File: src/rtl/rstseq_pkg.sv
package rstseq_pkg;

    localparam int TMR_W    = 10;
    localparam int FILT_LEN = 4;

    typedef enum logic [2:0] {
        CAUSE_POR       = 3'd0,
        CAUSE_BOR       = 3'd1,
        CAUSE_PIN_RUN   = 3'd2,
        CAUSE_PIN_SLEEP = 3'd3,
        CAUSE_WDT_RUN   = 3'd4,
        CAUSE_WDT_WAKE  = 3'd5
    } cause_e;

    typedef struct packed {
        logic   to;
        logic   pd;
        cause_e cause;
    } status_t;

    typedef struct packed {
        logic bor;
        logic pin_run;
        logic pin_sleep;
        logic wdt_run;
        logic wdt_wake;
    } events_t;

    localparam status_t STATUS_POR = '{to: 1'b1, pd: 1'b1, cause: CAUSE_POR};

    // Priority: brown-out, then pin, then watchdog.
    function automatic status_t next_status(status_t cur, events_t ev);
        status_t n;
        n = cur;
        if (ev.bor) begin
            n.to = 1'b1; n.pd = 1'b1; n.cause = CAUSE_BOR;
        end else if (ev.pin_sleep) begin
            n.to = 1'b1; n.pd = 1'b0; n.cause = CAUSE_PIN_SLEEP;
        end else if (ev.pin_run) begin
            n.cause = CAUSE_PIN_RUN;
        end else if (ev.wdt_run) begin
            n.to = 1'b0; n.pd = 1'b1; n.cause = CAUSE_WDT_RUN;
        end else if (ev.wdt_wake) begin
            n.to = 1'b0; n.pd = 1'b0; n.cause = CAUSE_WDT_WAKE;
        end
        return n;
    endfunction

    function automatic logic wake_only(events_t ev);
        return ev.wdt_wake && !ev.bor && !ev.pin_run && !ev.pin_sleep;
    endfunction

endpackage

File: src/rtl/rstseq_pin_filter.sv
module rstseq_pin_filter #(
    parameter int FILT_LEN = 4
) (
    input  logic clk,
    input  logic clr,
    input  logic pin_n,
    output logic accepted
);
    localparam int CW = $clog2(FILT_LEN + 1);
    localparam logic [CW-1:0] FULL = CW'(FILT_LEN);

    logic [CW-1:0] low_cnt;

    always_ff @(posedge clk) begin
        if (clr || pin_n) begin
            low_cnt <= '0;
        end else if (low_cnt != FULL) begin
            low_cnt <= low_cnt + 1'b1;
        end
    end

    assign accepted = (low_cnt == FULL);
endmodule

File: src/rtl/rstseq_startup_tmr.sv
module rstseq_startup_tmr #(
    parameter int W = 10
) (
    input  logic clk,
    input  logic clr,
    input  logic en,
    input  logic run,
    input  logic tick,
    output logic done
);
    logic [W-1:0] cnt;
    logic         fin;

    always_ff @(posedge clk) begin
        if (clr) begin
            cnt <= '0;
            fin <= 1'b0;
        end else if (run && en && !fin && tick) begin
            cnt <= cnt + 1'b1;
            if (cnt == {W{1'b1}}) begin
                fin <= 1'b1;
            end
        end
    end

    assign done = fin || !en;
endmodule

File: src/rtl/rstseq_status.sv
module rstseq_status
    import rstseq_pkg::*;
(
    input  logic    clk,
    input  logic    por,
    input  events_t ev,
    output status_t stat,
    output logic    wake
);
    always_ff @(posedge clk) begin
        if (por) begin
            stat <= STATUS_POR;
            wake <= 1'b0;
        end else begin
            stat <= next_status(stat, ev);
            wake <= wake_only(ev);
        end
    end
endmodule

File: src/rtl/rstseq_ctrl.sv
module rstseq_ctrl
    import rstseq_pkg::*;
#(
    parameter int TMR_BITS  = rstseq_pkg::TMR_W,
    parameter int PIN_FILT  = rstseq_pkg::FILT_LEN
) (
    input  logic       clk,
    input  logic       por,
    input  logic       ext_rst_n,
    input  logic       bod_det,
    input  logic       bod_en,
    input  logic       wdt_expire,
    input  logic       core_sleep,
    input  logic       pwrt_en,
    input  logic       pwrt_tick,
    input  logic       ost_en,
    input  logic       ost_tick,
    output logic       chip_rst,
    output logic       wdt_wake,
    output logic       to_flag,
    output logic       pd_flag,
    output logic [2:0] rst_cause
);
    localparam int NTMR = 2;

    logic            pin_rst;
    logic            src_any;
    logic            tmr_clr;
    logic            all_done;
    logic            rst_q;
    events_t         ev;
    status_t         stat;
    logic [NTMR-1:0] t_en, t_tick, t_done;

    rstseq_pin_filter #(.FILT_LEN(PIN_FILT)) u_filt (
        .clk      (clk),
        .clr      (por),
        .pin_n    (ext_rst_n),
        .accepted (pin_rst)
    );

    always_comb begin
        ev.bor       = bod_det && bod_en;
        ev.pin_run   = pin_rst && !core_sleep;
        ev.pin_sleep = pin_rst && core_sleep;
        ev.wdt_run   = wdt_expire && !core_sleep;
        ev.wdt_wake  = wdt_expire && core_sleep;
    end

    assign src_any = ev.bor || pin_rst || ev.wdt_run;
    assign tmr_clr = por || src_any;

    assign t_en   = {ost_en, pwrt_en};
    assign t_tick = {ost_tick, pwrt_tick};

    for (genvar g = 0; g < NTMR; g++) begin : g_tmr
        rstseq_startup_tmr #(.W(TMR_BITS)) u_tmr (
            .clk  (clk),
            .clr  (tmr_clr),
            .en   (t_en[g]),
            .run  (rst_q),
            .tick (t_tick[g]),
            .done (t_done[g])
        );
    end

    assign all_done = &t_done;

    // Set/reset latch: setting wins over clearing.
    always_ff @(posedge clk) begin
        if (por || src_any) begin
            rst_q <= 1'b1;
        end else if (all_done) begin
            rst_q <= 1'b0;
        end
    end

    rstseq_status u_stat (
        .clk  (clk),
        .por  (por),
        .ev   (ev),
        .stat (stat),
        .wake (wdt_wake)
    );

    assign chip_rst  = rst_q;
    assign to_flag   = stat.to;
    assign pd_flag   = stat.pd;
    assign rst_cause = stat.cause;
endmodule

File: config.mk
export PLATFORM = sky130hd
export DESIGN_NAME = rstseq_ctrl
export DESIGN_NICKNAME = d
export VERILOG_FILES = /design/src/rtl/rstseq_pkg.sv /design/src/rtl/rstseq_pin_filter.sv /design/src/rtl/rstseq_startup_tmr.sv /design/src/rtl/rstseq_status.sv /design/src/rtl/rstseq_ctrl.sv
export SDC_FILE = /design/constraint.sdc
export NUM_CORES = 1
export LEC_CHECK = 0
export BUFFER_PORTS_ARGS = -buffer_cell sky130_fd_sc_hd__clkbuf_2
export CORE_MARGIN = 2
export CORE_UTILIZATION = 30
export DETAILED_ROUTE_END_ITERATION = 12
export PLACE_DENSITY = 0.54
export SKIP_LAST_GASP = 1
export SLEW_MARGIN = 10
export SYNTH_ARGS = -nofsm -noshare
export SYNTH_HDL_FRONTEND = slang
export SYNTH_SLANG_ARGS = --single-unit
File: constraint.sdc
create_clock -name clk -period 1.95 [get_ports clk]
set_clock_uncertainty 0.05 [all_clocks]
set_input_delay 0.39 -clock clk [delete_from_list [all_inputs] [get_ports clk]]
set_output_delay 0.39 -clock clk [all_outputs]
set_load 0.02 [all_outputs]
==> out/results.txt <==
The flow ran to the end, and the final reports show no timing, DRC or antenna violations. In this run the power density over the cells is 729 nW/um^2. The number of sinks on the clock net was 32; the number of setup buffers added after CTS was 0.

The clock-pin slew on the worst setup and hold paths works out to 0.06 ns. The tools report the worst path setup slack after routing as 0.285 ns. The number of detailed-routing iterations run before antenna repair is 4. The wire length per cell after detailed routing works out to 11.7 um.

Startpoint kind of the worst setup timing path: a flip-flop. The category of the worst setup path capture point is a flip-flop. Row generation in the floorplan step produced 25 rows.

The total of flip-flops plus latches after synthesis came out at 32. The count of cell types in the netlist is 34. The largest incremental delay on the critical path works out to 0.63 ns.

In this run the critical register-to-register path is launched from chip_rst$_SDFFE_PP1P_. After routing the design area is 1720 um^2. For this run, the top clock speed supported by timing is 601 MHz.

The final layout contains routed wiring with a total length of 2890 um. Number of buffer cells added on primary ports: 17. Summed over all failing endpoints, the final setup total negative slack is 0 ns. The time the final worst path needs with I/O delays and setup is 1.66 ns.

The worst hold path begins at ext_rst_n. The growth of design area from synthesis to finish works out to 16.5%. Worst hold-check path type: in2reg.

Internal power comes to 0.948 mW. The count of antenna-violating nets left after detailed routing is 0. The worst register-to-register path has a depth of 3.

The count of synthesis-stage warnings from yosys is 0. The area of the core region was 4720 um^2; the number of resized instances in the post-cts repair step was 0. At the pin with the least slew margin, the transition time is 0.418 ns. The die is 74.1 um tall. For the CTS buffer count, the log shows 5. The power share of the sequential group was 0.538. For the number of failing setup endpoints in the final timing report, the log shows 0. The tools report the combinational share of power as 0.083.

The tools report the endpoint of the most critical register-to-register path as g_tmr[0].u_tmr.fin$_SDFFE_PP0P_. The required time of the critical path was 2.12 ns; the final layout net count was 196. The fraction of power spent switching nets works out to 0.243. By startpoint and endpoint, the worst setup path is classified as reg2reg. Setup repair after global routing left no endpoint under its margin.

Together, buffers and inverters on the worst path number 0. The maximum level of the CTS H-tree is 2, and the number of antenna cells inserted is 0. Summing over every cut layer, the via total after detailed routing is 1221. Hold is met by 0.255 ns. For this run, design rule violations remaining after detail routing come to 0. The die span in x is 74.1 um. Fraction of final layout cells with drive strength greater than 1: 0.182. The max-slew violation count came out at 0.

The number of hold buffers added after CTS was 0. For the routability congestion estimate, the log shows 0.721. The critical-path maximum fanout is 17, and the number of max-cap violations is 0.

Cell family with the largest share of critical-path delay: simple AND/OR/NAND/NOR gates. IR analysis of the VDD net gives a maximum drop of 460 uV. Once detailed placement completed, the half-perimeter wirelength came to 1990 um.

The standby leakage power was 0.584 nW; the starting utilization of the core area was 0.312. The tools report the portion of the post-synthesis area used by sequential elements as 0.434. Pin placement for this block handled 18 I/O pins. Summed over all nets, the switching power comes to 0.304 mW. Dividing the detail-routed via count by the number of cells gives 4.92. The tools report the via count of the first global-routing pass as 1045. No sink is reached through more buffers than the 2 on the longest clock path. When the netlist entered floorplanning its net count stood at 174. TritonCTS built the clock tree.

The synthesized netlist occupies a cell area of 1480 um^2. The cell with the biggest individual delay on the critical path is sky130_fd_sc_hd__or4_1. For the worst setup path, the data arrival time is 1.83 ns. The relative slew slack was 0.720. The number of antenna violations at the first check in global routing is 0.

Root buffer selected by CTS: sky130_fd_sc_hd__clkbuf_8. The hold path depth was 2. The worst register-to-register path has a setup slack of 0.29 ns. The placed instances occupy a cell area of 1640 um^2.

The tools report the overall track demand over capacity in global routing as 0.113. At the later pin of the worst-skew pair, clock insertion delay measures 0.28 ns. For the first-iteration detailed-routing DRC count, the log shows 54. Synthesis handed over a netlist of 159 instances. The tools report the final-report hold violation count as 0. The residual overflow from global routing was 0. Entering global routing, the biggest net connects 21 pins. The end of the worst hold path is u_filt.low_cnt[1]$_SDFFE_PP0P_. For the clock network fraction of total power, the log shows 0.379. Dividing the synthesized area by the synthesized cell count gives 9.28 um^2. The first global-routing pass estimated 4740 um of wire. The die covers 5490 um^2. Final cycle utilization of the critical path: 0.854. For the worst slack at placement, the log shows 0.217 ns. The critical path goes through nand4b_2 -> or4_1 -> a21oi_1.
[cell usage in the layout, fill, tap and decap left out, drive strengths merged, types with 5 or more instances in the layout]
cell type	synthesis	final
nand3	10	10
inv	8	8
nand3b	5	5
nand2	9	9
dfxtp	32	32
o21ai	7	7
o31ai	8	8
nor2	5	5
mux2i	6	6
or4	10	10
a21oi	17	17
clkbuf	1	23
or3	5	5
[worst max path at each step]
stage | slack (ns) | startpoint | cells after the start | endpoint
after floorplan | 0.35 | u_filt.low_cnt[0]$_SDFFE_PP0P_ | 6 | chip_rst$_SDFFE_PP1P_
after global placement | 0.22 | pwrt_en | 4 | g_tmr[0].u_tmr.fin$_SDFFE_PP0P_
after detailed placement | 0.22 | pwrt_en | 4 | g_tmr[0].u_tmr.fin$_SDFFE_PP0P_
after CTS | 0.29 | chip_rst$_SDFFE_PP1P_ | 3 | g_tmr[0].u_tmr.fin$_SDFFE_PP0P_
after global routing | 0.17 | chip_rst$_SDFFE_PP1P_ | 3 | g_tmr[0].u_tmr.fin$_SDFFE_PP0P_
final | 0.29 | chip_rst$_SDFFE_PP1P_ | 3 | g_tmr[0].u_tmr.fin$_SDFFE_PP0P_
[power by group through the flow]
stage,registers [mW],logic (mW),clock network (mW)
after floorplan,0.696,0.0570,0
after global placement,0.689,0.104,0
after detailed placement,0.688,0.104,0
after CTS,0.673,0.104,0.500
after global routing,0.674,0.114,0.528
final,0.674,0.103,0.474
[sequential cells by signal, summed over array words and instances (netlist names)]
| signal | flops |
|---|---|
| g_tmr.u_tmr.fin | 2 |
| u_stat.stat | 5 |
| g_tmr.u_tmr.cnt | 20 |
| u_filt.low_cnt | 3 |
| chip_rst | 1 |
| u_stat.wake | 1 |
[worst register-to-register path, cell delays in order, from the launching register on]
cell and delay (ns):
sky130_fd_sc_hd__dfxtp_1 0.39, sky130_fd_sc_hd__nand4b_2 0.38, sky130_fd_sc_hd__or4_1 0.63, sky130_fd_sc_hd__a21oi_1 0.15
[area by class of cell]
| type | count | area (um^2) |
|---|---|---|
| Fill cell | 488 | 3010 |
| Multi-Input combinational cell | 114 | 778 |
| Sequential cell | 32 | 641 |
| Timing Repair Buffer | 20 | 108 |
| Tap cell | 67 | 83.8 |
| Clock buffer | 6 | 72.6 |
| Inverter | 8 | 30.0 |
| Clock inverter | 1 | 5.00 |
[cells in the mapped netlist]
cell type                  number  share of area
sky130_fd_sc_hd__buf_4          1         0.0051
sky130_fd_sc_hd__nand4b_2       2          0.020
sky130_fd_sc_hd__or4_1         10          0.051
sky130_fd_sc_hd__o31ai_1        8          0.041
sky130_fd_sc_hd__a22o_1         1         0.0059
sky130_fd_sc_hd__nor3_1         3          0.010
sky130_fd_sc_hd__a21oi_1       17          0.058
sky130_fd_sc_hd__a31oi_1        2         0.0085
sky130_fd_sc_hd__nand2_1        9          0.023
sky130_fd_sc_hd__o21ai_0        7          0.024
sky130_fd_sc_hd__nor4_1         1         0.0042
sky130_fd_sc_hd__and2_1         1         0.0042
sky130_fd_sc_hd__nand3_2        1         0.0068
sky130_fd_sc_hd__clkbuf_1       1         0.0025
sky130_fd_sc_hd__xnor2_1        1         0.0059
sky130_fd_sc_hd__or2_2          1         0.0042
sky130_fd_sc_hd__or3_1          5          0.021
sky130_fd_sc_hd__dfxtp_1       32           0.43
sky130_fd_sc_hd__nor4_2         2          0.017
sky130_fd_sc_hd__mux2i_1        6          0.041
sky130_fd_sc_hd__a211o_1        1         0.0059
sky130_fd_sc_hd__o21a_1         1         0.0051
sky130_fd_sc_hd__and3_1         1         0.0042
sky130_fd_sc_hd__xor2_1         2          0.012
sky130_fd_sc_hd__a21o_1         1         0.0051
sky130_fd_sc_hd__buf_2          3          0.010
sky130_fd_sc_hd__nand4_1        4          0.017
sky130_fd_sc_hd__nand3b_1       5          0.025
sky130_fd_sc_hd__nand3_1        9          0.031
sky130_fd_sc_hd__nand2b_1       3          0.013
sky130_fd_sc_hd__ha_1           4          0.034
sky130_fd_sc_hd__inv_1          8          0.020
sky130_fd_sc_hd__a221oi_4       1          0.018
sky130_fd_sc_hd__nor2_1         5          0.013
[stage by stage]
stage	util	std cells	power (mW)
6_report	0.364	248	1.25
2_1_floorplan	-	159	0.753
5_1_grt	0.364	248	1.32
4_1_cts	0.364	248	1.28
3_5_place_dp	0.347	241	0.792
3_3_place_gp	0.347	241	0.793
[routing by layer]
layer	vias up	routed length [um]	track usage
met4	0	31	0.0364
li1	635	-	-
met5	-	0	0
met2	18	1260	0.164
met1	563	1470	0.152
met3	5	132	0.0488
[cells by family (layout without fill, tap and decap cells)]
| logic type | Yosys count | count (layout) | synth area share |
|---|---|---|---|
| buf+inv | 13 | 35 | 0.0382 |
| xor+xnor | 3 | 3 | 0.0178 |
| compound gates | 39 | 39 | 0.170 |
| flops | 32 | 32 | 0.434 |
| simple gates | 62 | 62 | 0.265 |
| fa+ha+maj | 4 | 4 | 0.0339 |
| mux | 6 | 6 | 0.0407 |
Note: power is estimated with default switching activity, not from simulation.
